$ cat config.mk
export PLATFORM = sky130hd
export DESIGN_NAME = faulted_leg_locator
export DESIGN_NICKNAME = d
export VERILOG_FILES = /design/src/rtl/fll_pkg.sv /design/src/rtl/fll_absdiff.sv /design/src/rtl/fll_edge_judge.sv /design/src/rtl/fll_leg_map.sv /design/src/rtl/faulted_leg_locator.sv
export SDC_FILE = /design/constraint.sdc
export NUM_CORES = 1
export LEC_CHECK = 0
export BUFFER_PORTS_ARGS = -buffer_cell sky130_fd_sc_hd__buf_2
export CAP_MARGIN = 20
export CORE_AREA = 5 5 168 170
export DETAILED_ROUTE_END_ITERATION = 12
export DIE_AREA = 0 0 173 175
export PLACE_DENSITY_LB_ADDON = 0.3
export SLEW_MARGIN = 20
export SYNTH_ARGS = -nofsm -noshare
export SYNTH_HDL_FRONTEND = slang
export SYNTH_SLANG_ARGS = --single-unit
$ cat constraint.sdc
create_clock -name clk -period 9.6 [get_ports clk]
set_clock_uncertainty 0.15 [all_clocks]
set_input_delay 2.88 -clock clk [delete_from_list [all_inputs] [get_ports clk]]
set_output_delay 2.88 -clock clk [all_outputs]
set_load 0.05 [all_outputs]
$ cat src/rtl/fll_pkg.sv
package fll_pkg;
  typedef enum logic [1:0] {
    LEG_NONE = 2'd0,
    LEG_A    = 2'd1,
    LEG_B    = 2'd2,
    LEG_C    = 2'd3
  } leg_t;

  typedef enum logic [1:0] {
    ST_IDLE   = 2'd0,
    ST_EVAL   = 2'd1,
    ST_DECIDE = 2'd2,
    ST_REPORT = 2'd3
  } st_t;
endpackage

$ cat src/rtl/fll_absdiff.sv
module fll_absdiff #(
  parameter int TW = 16
) (
  input  logic [TW-1:0] a,
  input  logic [TW-1:0] b,
  output logic [TW-1:0] mag
);
  logic [TW:0] d;

  always_comb begin
    d = {1'b0, a} - {1'b0, b};
    if (d[TW]) mag = (~d[TW-1:0]) + TW'(1);
    else       mag = d[TW-1:0];
  end
endmodule

$ cat src/rtl/fll_edge_judge.sv
module fll_edge_judge #(
  parameter int TW = 16,
  parameter int CW = 2
) (
  input  logic [CW-1:0] ncap,
  input  logic [TW-1:0] cap1,
  input  logic [TW-1:0] cap2,
  input  logic [TW-1:0] fe1,
  input  logic [TW-1:0] fe2,
  input  logic [TW-1:0] fe3,
  input  logic [TW-1:0] margin,
  output logic          hit,
  output logic [1:0]    edge_idx
);
  localparam int NERR = 4;

  logic [TW-1:0] opa [NERR];
  logic [TW-1:0] opb [NERR];
  logic [TW-1:0] err [NERR];
  logic          gone1, gone2, gone3, two;

  assign opa[0] = cap1;  assign opb[0] = fe1;
  assign opa[1] = cap1;  assign opb[1] = fe2;
  assign opa[2] = cap2;  assign opb[2] = fe2;
  assign opa[3] = cap2;  assign opb[3] = fe3;

  for (genvar k = 0; k < NERR; k++) begin : g_err
    fll_absdiff #(.TW(TW)) u_abs (.a(opa[k]), .b(opb[k]), .mag(err[k]));
  end

  always_comb begin
    gone1 = err[0] > margin;
    gone2 = (err[1] > margin) && (err[2] > margin);
    gone3 = err[3] > margin;
    two   = (ncap == CW'(2));
    hit   = two && $onehot({gone3, gone2, gone1});
    if (gone1)      edge_idx = 2'd0;
    else if (gone2) edge_idx = 2'd1;
    else            edge_idx = 2'd2;
  end
endmodule

$ cat src/rtl/fll_leg_map.sv
module fll_leg_map
  import fll_pkg::*;
(
  input  logic [2:0] sector,
  input  logic [1:0] edge_idx,
  input  logic       hit,
  output leg_t       leg
);
  logic       sec_ok;
  logic [2:0] rot;
  logic [2:0] sum;
  logic [2:0] idx;

  always_comb begin
    sec_ok = (sector >= 3'd1) && (sector <= 3'd6);
    rot    = (sector >= 3'd4) ? (sector - 3'd4) : (sector - 3'd1);
    sum    = {1'b0, edge_idx} + 3'd3 - rot;
    idx    = (sum >= 3'd3) ? (sum - 3'd3) : sum;
    if (!hit || !sec_ok) leg = LEG_NONE;
    else begin
      case (idx)
        3'd0:    leg = LEG_A;
        3'd1:    leg = LEG_B;
        default: leg = LEG_C;
      endcase
    end
  end
endmodule

$ cat src/rtl/faulted_leg_locator.sv
module faulted_leg_locator
  import fll_pkg::*;
#(
  parameter int NCYC = 5,
  parameter int TW   = 16,
  parameter int CW   = 2
) (
  input  logic              clk,
  input  logic              rst,
  input  logic              start,
  input  logic [2:0]        sector,
  input  logic [TW-1:0]     margin,
  input  logic [NCYC*CW-1:0] win_ncap,
  input  logic [NCYC*TW-1:0] win_cap1,
  input  logic [NCYC*TW-1:0] win_cap2,
  input  logic [NCYC*TW-1:0] win_fe1,
  input  logic [NCYC*TW-1:0] win_fe2,
  input  logic [NCYC*TW-1:0] win_fe3,
  output logic [1:0]        failed_leg,
  output logic              done,
  output logic [2:0]        leg_disable,
  output logic              redundant_en
);
  localparam int CNTW  = $clog2(NCYC + 1);
  localparam int IW    = (NCYC > 2) ? $clog2(NCYC) : 1;
  localparam int MAJ   = NCYC / 2 + 1;
  localparam int NLEG  = 3;

  st_t            state;
  logic [IW-1:0]  idx;
  logic [CNTW-1:0] cnt [NLEG];
  logic [CW-1:0]  cur_ncap;
  logic [TW-1:0]  cur_cap1, cur_cap2, cur_fe1, cur_fe2, cur_fe3;
  logic           slot_hit;
  logic [1:0]     slot_edge;
  leg_t           slot_leg;
  leg_t           winner;
  logic           take;

  assign take = start && (state == ST_IDLE);

  always_comb begin
    cur_ncap = win_ncap[idx*CW +: CW];
    cur_cap1 = win_cap1[idx*TW +: TW];
    cur_cap2 = win_cap2[idx*TW +: TW];
    cur_fe1  = win_fe1[idx*TW +: TW];
    cur_fe2  = win_fe2[idx*TW +: TW];
    cur_fe3  = win_fe3[idx*TW +: TW];
  end

  fll_edge_judge #(.TW(TW), .CW(CW)) u_judge (
    .ncap(cur_ncap), .cap1(cur_cap1), .cap2(cur_cap2),
    .fe1(cur_fe1), .fe2(cur_fe2), .fe3(cur_fe3),
    .margin(margin), .hit(slot_hit), .edge_idx(slot_edge)
  );

  fll_leg_map u_map (
    .sector(sector), .edge_idx(slot_edge), .hit(slot_hit), .leg(slot_leg)
  );

  for (genvar g = 0; g < NLEG; g++) begin : g_vote
    always_ff @(posedge clk) begin
      if (rst || take) cnt[g] <= '0;
      else if (state == ST_EVAL && slot_leg == leg_t'(g + 1)) cnt[g] <= cnt[g] + CNTW'(1);
    end


    vote_bound_chk: assert property (@(posedge clk) disable iff (rst)
      cnt[g] <= CNTW'(NCYC));
  end

  always_comb begin
    winner = LEG_NONE;
    for (int g = 0; g < NLEG; g++)
      if (cnt[g] >= CNTW'(MAJ)) winner = leg_t'(g + 1);
  end

  always_ff @(posedge clk) begin
    if (rst) begin
      state        <= ST_IDLE;
      idx          <= '0;
      failed_leg   <= LEG_NONE;
      done         <= 1'b0;
      leg_disable  <= '0;
      redundant_en <= 1'b0;
    end else begin
      case (state)
        ST_IDLE: begin
          if (start) begin
            state      <= ST_EVAL;
            idx        <= '0;
            done       <= 1'b0;
            failed_leg <= LEG_NONE;
          end
        end
        ST_EVAL: begin
          idx <= idx + IW'(1);
          if (idx == IW'(NCYC - 1)) state <= ST_DECIDE;
        end
        ST_DECIDE: begin
          failed_leg <= winner;
          case (winner)
            LEG_A: begin leg_disable <= 3'b001; redundant_en <= 1'b1; end
            LEG_B: begin leg_disable <= 3'b010; redundant_en <= 1'b1; end
            LEG_C: begin leg_disable <= 3'b100; redundant_en <= 1'b1; end
            default: ;
          endcase
          state <= ST_REPORT;
        end
        default: begin
          done  <= 1'b1;
          state <= ST_IDLE;
        end
      endcase
    end
  end


  disable_onehot_chk: assert property (@(posedge clk) disable iff (rst)
    $onehot0(leg_disable));


  done_latency_chk: assert property (@(posedge clk) disable iff (rst)
    $rose(done) |-> ($past(state, 2) == ST_DECIDE));


  undet_hold_chk: assert property (@(posedge clk) disable iff (rst)
    (state == ST_DECIDE && winner == LEG_NONE) |=>
      ($stable(leg_disable) && $stable(redundant_en) && failed_leg == 2'd0));


  count_gate_chk: assert property (@(posedge clk) disable iff (rst)
    (state == ST_EVAL && cur_ncap != CW'(2)) |-> (slot_leg == LEG_NONE));


  bad_sector_chk: assert property (@(posedge clk) disable iff (rst)
    (sector == 3'd0 || sector == 3'd7) |-> (slot_leg == LEG_NONE));
endmodule

Word level (Yosys, flattened, before mapping)

Memory sizes are Yosys's and may differ from the RTL's.
Index checks and enable logic that the tools add are counted.

Bits in registers: 12
Bits in writable memories: 9
Bits of input ports: 432
Output and inout port bits: 7
Memories: 1

Memory list:

| memory | depth | width | rd ports | clocked after Yosys merged registers in | wr ports | line                      | text |
|---|---|---|---|---|---|---|---|
| cnt    | 3     | 3     | 3        | 0                                       | 3        | faulted_leg_locator.sv:31 | `logic [CNTW-1:0] cnt [NLEG];` |

Add/sub/neg operators: 19
Magnitude comparators: 11
Eq/ne operators: 14
Shifts and indexed selects: 6
Muxes and demuxes: 37
Bitwise logic cells: 8
Reduce and logical (&&, ||, !) cells: 24

Operators with widths:

| kind                    | count |
|---|---|
| $shiftx A80 B8 Y16      | 5 |
| $sub A16 B16 Y17        | 4 |
| $add A16 B1 Y16 const B | 4 |
| $gt A16 B16 Y1          | 4 |
| $mux W16                | 4 |
| $not A16 Y16            | 4 |
| $mux W3                 | 6 |
| $mux W2                 | 8 |
| $mux W1                 | 13 |
| $add A3 B1 Y3 const B   | 4 |
| $eq A2 B2 Y1 const B    | 6 |
| $ge A3 B2 Y1 const B    | 4 |
| $reduce_and A2 Y1       | 6 |
| $shiftx A10 B5 Y2       | 1 |
| $pmux W3 S3             | 1 |
| $eq A2 B1 Y1 const B    | 4 |
| $pmux W2 S2             | 2 |
| $logic_and A1 B1 Y1     | 7 |
| $pmux W2 S3             | 1 |
| $pmux W3 S2             | 1 |
| $reduce_bool A2 Y1      | 2 |
| $add A2 B2 Y3 const B   | 1 |
| $eq A3 B1 Y1 const B    | 1 |
| $eq A3 B3 Y1 const B    | 1 |
| other kinds (21)        | 25 |

Longest topological paths before layout

Gate-level depths: netlist of the first run.

Depth after elaboration: 22
Mapped depth: 42
Gate-level depth less buffers: 38

By module

A second synthesis of the first run with hierarchy kept.

Cells, all modules: 1,431
Area total of the unflattened synthesis: 10,607.7 um2

By module, submodules not included:

| module              | instances | cells each | area each (um2) |
|---|---|---|---|
| fll_absdiff         | 4         | 161        | 1,147.4 |
| faulted_leg_locator | 1         | 578        | 4,282.9 |
| fll_edge_judge      | 1         | 184        | 1,495.2 |
| fll_leg_map         | 1         | 25         | 240.2 |

Worst setup path before layout of the first run

No wires, ideal clock.

Kind: input to register
Start: in win_cap1[48]
End: mem cnt[2][0] in the netlist's numbering (enable)
Arrival: 9.519 ns
Data required time: 9.106 ns
Setup slack: -0.413 ns
Stages: 34
Path buffers: 1
Cell sequence: mux4_2 -> a22oi_1 -> ha_1 -> inv_1 -> fa_1 -> a211oi_1 -> nor2_1 -> o211ai_1 -> a21oi_1 -> nor3_1 -> o21bai_1 -> a21oi_1 -> clkbuf_1 -> nand2_1 -> xnor2_1 -> ha_1 -> a21o_1 -> a21o_1 -> a21o_1 -> a21o_1 -> a21oi_1 -> nor2_1 -> a211o_1 -> o22ai_1 -> nor3_1 -> ha_1 -> inv_1 -> fa_1 -> inv_1 -> ha_1 -> ha_1 -> nor3_1 -> o22ai_1 -> o21ai_0

RTL lines:

| element         | line                      | text |
|---|---|---|
| start, declared | faulted_leg_locator.sv:14 | `input logic [NCYC*TW-1:0] win_cap1,` |
| end, declared   | faulted_leg_locator.sv:31 |  |

==> impl_results.md, run 1 <==
- Top cells by count, synth: ha_1, a21oi_1, nor2_1
- Fin crit share: 101%
- Main synth FF type: dfxtp_1
- DPL Wire Length: approximately 42 mm
- Hold_sp: redundant_en$_SDFFE_PP0P_
- Max-slew violation count: 0
- Synth warnings: 0
- Crit path launch type: primary input
- DR WL/cell: between 20 and 25 um
- Critical path fanouts, max: 3
- GRT overflow: 0
- Final cell count without fillers: roughly 2200
- RSZ-0062 raised after global routing: yes
- Top Metal Used: met5
- DR WL met2: between 20 and 25 mm
- Layout cells sized above 1: a little under half
- Dpl cells: around 2200
- IR drop worst, VDD: approximately 0.00022 V
- Detail Route Antenna Nets: 0
- Post-Synthesis Cells: around 1300
- Initial antenna violation count: 12
- Final wirelength: 48.6 mm
- Reg-to-reg endpoint: cnt[2][1]$_SDFFCE_PN0P_
- GP Congestion: just over 1
- Worst slew pin tran: about 810 ps
- Number of H-tree levels: 1
- Power Dens Cells: 352 nW/um2
- Die Area: ~30000 um2
- Number of hold buffers added after cts: 0
- Hold WC Path Type: reg -> reg
- Max-Cap Viols: 0
- Post-synth ARST share: 0%
- Largest area contributor in the netlist: ha_1
- # clock sinks: 21
- Number of cells on the critical path: 36
- CTS Buffer Depth: 2
- Die Width: roughly 170 um
- DRC viols: 0
- TritonCTS buffer count: 3
- Multi-input gate area: roughly 9400 um2
- Count leader, synth: ha_1
- Max incr delay on CP: ~480 ps
- CP Class: in -> reg
- Placeable Area: 26600 um2
- Vias in the first global route: approximately 13000
- Initial DRT Pass Iterations: 6
- Synth-to-Final Area Change: 49.4%
- Reg-to-reg critical path startpoint: idx[0]$_SDFFE_PP0P_
- Unique masters post-synth: 72
- Critical Path RT: 9570 ps
- Die height: 175 um
- Clk_lat worst skew: 260 ps
- Hold path endpoint: redundant_en$_SDFFE_PP0P_
- Clk slew on worst S/H paths: 60 ps
- R2r setup slk: about 1400 ps
- Final setup viols: 14
- Synth Net Count: 1853
- Metal3 WL: 3.85 mm
- Post-synthesis register bit count: 21
- CP max-delay cell: fa_1
- Status: complete, but fails checks
- Yosys top cell area share: a little under a fifth
- Fin crit period: about 9700 ps
- Final-stage net count: 2472
- First-pass GRT wire length: about 70 mm
- Via count: 12800
- Fmax: 104 MHz
- Setup TNS: -375 ps
- Global Route Usage Sum: between 20% and 30%
- Worst Hold Depth: 2
- IO Count: 439
- Final hold vios: 0
- Vias per inst: between 5 and 6
- Post-synth EDFFs: 9
- Violated checks: setup timing
- TritonCTS clock tree: yes
- Initial DRC Count: 1033
- Max_slew headroom: a little under half
- Worst Reg-to-Reg Cells: 31
- Count of buffers from port buffering: between 400 and 500
- Post-synthesis sequential area ratio: ~5.2%
- Root buffer cell: clkbuf_16
- Sequential cell area: about 520 um2
- P_leak: 0.00717 uW
- Hold Slack: a little under 300 ps
- Pin count of the biggest net entering global routing: 59
- Top post-synthesis cells by area: ha_1, mux4_2, a21oi_1
- Worst Slack Setup Final: -60.3 ps
- Fillers: 2535
- Starting Density: between 30% and 40%
- Endpoint type of the worst setup path: flip-flop
- Crit path arrival time: ~9600 ps
- CP Buf/Inv Count: 7
- FP Rows: 60
- Syn Std Cell Area: 9840 um2
- DRT met1 WL: 19.2 mm
- CP delay by family, top: simple AND/OR/NAND/NOR gates
- Avg Cell Area, Syn: ~7.8 um2
==> layer usage <==
metal,global-route usage (%),vias up
li1,-,6120
met1,35.9,5998
met2,52.0,582
met3,5.99,99
met4,10.5,2
met5,0,-
==> where the power goes <==
| part | leakage, uW | internal [uW] | total (uW) | switching [uW] |
|---|---|---|---|---|
| registers | 0.000197 | 117 | 163 | 45.4 |
| clock network | 0.0000409 | 56.0 | 89.7 | 33.7 |
| logic | 0.00694 | 2450 | 4920 | 2470 |
| total | 0.00717 | 2620 | 5180 | 2550 |
==> state kept, by name, indices dropped and copies added (netlist names) <==
signal        cells
cnt               9
idx               3
leg_disable       3
failed_leg        2
state             2
done              1
redundant_en      1
==> cells by family after synthesis <==
logic type,Yosys count,share of synthesized area [%]
buffers and inverters,118,4.51
flip-flops,21,5.19
XOR/XNOR,97,8.63
AO/OA/AOI/OAI,468,31.7
adder cells (fa/ha/maj),155,20.2
multiplexers,86,14.3
AND/OR/NAND/NOR,321,15.6
==> through the flow <==
stage          worst slack (ps)  power, uW  utilization (%)  instance area, um2
6_report                  -60.3       5180             55.3               14700
5_1_grt                    -300       5610             55.3               14700
4_1_cts                   -85.6       4760             54.0               14400
3_5_place_dp               -648       4280             52.1               13800
3_3_place_gp               -483       4170             52.1               13800
2_1_floorplan              1.34       2810                -                9890
==> how the worst max path moves through the flow <==
stage / from / endpoint
after floorplan: win_cap1[48] / cnt[0][0]$_SDFFCE_PN0P_
after global placement: win_cap2[48] / cnt[0][1]$_SDFFCE_PN0P_
after detailed placement: win_cap2[48] / cnt[0][2]$_SDFFCE_PN0P_
after CTS: win_cap1[48] / cnt[0][2]$_SDFFCE_PN0P_
after global routing: win_cap1[48] / cnt[2][1]$_SDFFCE_PN0P_
final: win_cap1[48] / cnt[2][1]$_SDFFCE_PN0P_
==> placed cells by master, fill, tap and decap left out, types with 15 or more instances in the layout <==
cell type    n
a21o_1      20
a21oi_1    112
a22o_1      17
a22oi_1     64
buf_2      435
buf_4      238
ha_1       142
inv_1       46
mux2_2      24
mux2i_1     21
mux4_2      41
nand2_1     75
nand2b_1    15
nand3_1     16
nand4_1     17
nor2_1      96
nor2b_1     19
nor3_1      17
o21a_1      31
o21ai_0     52
o22a_1      18
o22ai_1     22
xnor2_1     63
xor2_1      28
==> repair_timing <==
item	in CTS	in global routing
resized for setup	59	62
setup buffers	25	12
endpoints found under the setup margin	18	18
pin swaps	54	77
==> final cells by class <==
type                            count  share of cell area (%)
Clock buffer                        3                   0.511
Inverter                           52                    1.33
Timing Repair Buffer              680                    27.5
Multi-Input combinational cell   1127                    64.0
Tap cell                          341                    2.90
Sequential cell                    21                    3.52
Antenna cell                       10                   0.170
Clock inverter                      1                  0.0340
==> worst min-delay path, delay by kind of cell, from the launching register on <==
family / cells / cell delay (ps)
compound gates: 1 / 50
buf+inv: 1 / 50
flops: 1 / 310
(Power assumes the default switching activity.)
==> run 2: changes to the inputs <==
--- a/config.mk
+++ b/config.mk
@@ -11,6 +11,7 @@
 export DETAILED_ROUTE_END_ITERATION = 12
 export DIE_AREA = 0 0 173 175
 export PLACE_DENSITY_LB_ADDON = 0.3
+export SKIP_CTS_REPAIR_TIMING = 1
 export SLEW_MARGIN = 20
 export SYNTH_ARGS = -nofsm -noshare
 export SYNTH_HDL_FRONTEND = slang
==> constraint.sdc (replaced) <==
create_clock -name clk -period 8.4 [get_ports clk]
set_clock_uncertainty 0.15 [all_clocks]
set_input_delay 2.52 -clock clk [delete_from_list [all_inputs] [get_ports clk]]
set_output_delay 2.52 -clock clk [all_outputs]
set_load 0.05 [all_outputs]
==> impl_results.md, run 2 (synthesized netlist as in run 1, its figures left out) <==
- Reg-to-reg endpoint: cnt[0][0]$_SDFFCE_PN0P_
- Count of buffers from port buffering: approximately 440
- Largest Register: cnt
- DRT met1 WL: 18.4 mm
- Violated checks: setup timing
- Hold_sp: redundant_en$_SDFFE_PP0P_
- DPL Wire Length: around 40 mm
- Max-slew violation count: 0
- DRC viols: 0
- Number of H-tree levels: 1
- Metal3 WL: approximately 2.8 mm
- Global Route Usage Sum: 27.9%
- Via count: approximately 13000
- Top Metal Used: met5
- Hold WC Path Type: reg -> reg
- FP Rows: 60
- TritonCTS buffer count: 3
- Max-Cap Viols: 0
- IR drop worst, VDD: ~0.00031 V
- Crit path launch type: primary input
- Final cell count without fillers: 2309
- Initial DRC Count: 743
- Reg-to-reg critical path startpoint: idx[0]$_SDFFE_PP0P_
- Root buffer cell: clkbuf_16
- Detail Route Antenna Nets: 0
- Die Area: 30300 um2
- DR WL/cell: 19.9 um
- Clk_lat worst skew: around 260 ps
- Status: complete, but fails checks
- Fin crit share: 112%
- Crit path arrival time: ~9400 ps
- DR WL met2: between 20 and 25 mm
- Most used cell, CP: a21o_1
- Final hold vios: 0
- GP Congestion: between 0.9 and 1
- Starting Density: between 30 and 40%
- Worst slew pin tran: 625 ps
- Endpoint type of the worst setup path: flip-flop
- Final-stage net count: approximately 2600
- CP max-delay cell: fa_1
- First-pass GRT wire length: 68.3 mm
- Fin crit period: around 9400 ps
- Final setup viols: 18
- Max FFs per register: 9
- Vias per inst: roughly 5.6
- Worst Hold Depth: 2
- Power Dens Cells: between 300 and 400 nW/um2
- GRT overflow: 0
- Die Width: between 150 and 200 um
- Max incr delay on CP: around 530 ps
- Worst Slack Setup Final: -982 ps
- Hold Slack: around 310 ps
- Most frequent cells in the layout: buf_2, buf_4, ha_1, a21oi_1, nor2_1
- Layout cells sized above 1: 46.9%
- RSZ-0062 raised after global routing: yes
- Pin count of the biggest net entering global routing: 42
- Initial DRT Pass Iterations: 5
- Regs by FF count: cnt x9, idx x3, leg_disable x3
- Clk slew on worst S/H paths: 60 ps
- Worst Reg-to-Reg Cells: 34
- CP Class: in -> reg
- Synth-to-Final Area Change: 55.1%
- CTS Buffer Depth: 2
- Final wirelength: roughly 46 mm
- Fmax: roughly 110 MHz
- Final Util: between 50% and 60%
- Hold path endpoint: redundant_en$_SDFFE_PP0P_
- Critical path fanouts, max: 6
- Die height: about 180 um
- # clock sinks: 21
- Commonest non-fill, non-tap cell in the layout: buf_2
- R2r setup slk: between 400 and 500 ps
- P_leak: ~0.0076 uW
- Critical Path RT: approximately 8400 ps
- Initial antenna violation count: 3
- IO Count: ~440
- Placeable Area: roughly 27000 um2
- Vias in the first global route: approximately 13000
- Dpl cells: 2293
- TritonCTS clock tree: yes
- Max_slew headroom: between 50 and 60%
run 2: cell types whose count changed in the layout (fill, tap and decap cells not counted), moves of 3 or more:
cell,previous run,this run
buf_12,0,6
buf_4,238,317
buf_6,7,4
diode_2,10,2
nor2_2,10,13
xnor2_1,63,67
xnor2_2,6,2
run 2: final cells by class:
class	instances	area, um2
clock inverters	1	5.00
diodes	2	5.00
well taps	341	427
repair buffers	762	4720
multi-input cells	1127	9330
clock buffers	3	75.1
inverters	52	195
flip-flops and latches	21	518
fillers	2488	11300
run 2: how the worst max path moves through the flow:
stage	cells past startpoint	from	to
4_1_cts	37	win_cap2[48]	cnt[2][2]$_SDFFCE_PN0P_
3_3_place_gp	35	win_cap2[48]	cnt[2][2]$_SDFFCE_PN0P_
5_1_grt	34	win_cap1[48]	cnt[2][1]$_SDFFCE_PN0P_
6_report	37	win_cap1[48]	cnt[0][0]$_SDFFCE_PN0P_
2_1_floorplan	35	win_cap1[48]	cnt[0][0]$_SDFFCE_PN0P_
3_5_place_dp	37	win_cap2[48]	cnt[2][2]$_SDFFCE_PN0P_
run 2: per-layer routing:
layer / global-route usage [%] / vias up
met5: 0 / -
met4: 8.18 / 2
met3: 3.94 / 85
met2: 51.4 / 537
met1: 33.8 / 6087
li1: - / 6268
run 2: per-stage QoR:
stage | setup TNS, ps | setup WS, ps | cell area, um2 | power, uW
after global routing | -22520 | -1320 | 15300 | 6540
after floorplan | -11870 | -715 | 9990 | 3360
after global placement | -21120 | -1230 | 14800 | 5250
after detailed placement | -22770 | -1350 | 14800 | 5360
after CTS | -18220 | -1100 | 14900 | 5500
final | -16300 | -982 | 15300 | 5990
run 2: worst max-delay path: cells and delay by family:
family	cells	cell delay [ps]
adders and majority gates	4	1350
buffers and inverters	5	600
xor gates and xnor gates	1	140
muxes	1	460
and+or+nand+nor	10	1400
AOI/OAI and AO/OA	16	2870
run 2: power by group:
group | internal (uW) | leakage (uW) | switching, uW
Sequential | 134 | 0.000197 | 32.5
Combinational | 2900 | 0.00732 | 2820
Clock | 63.9 | 0.0000409 | 35.9
Total | 3100 | 0.00756 | 2890
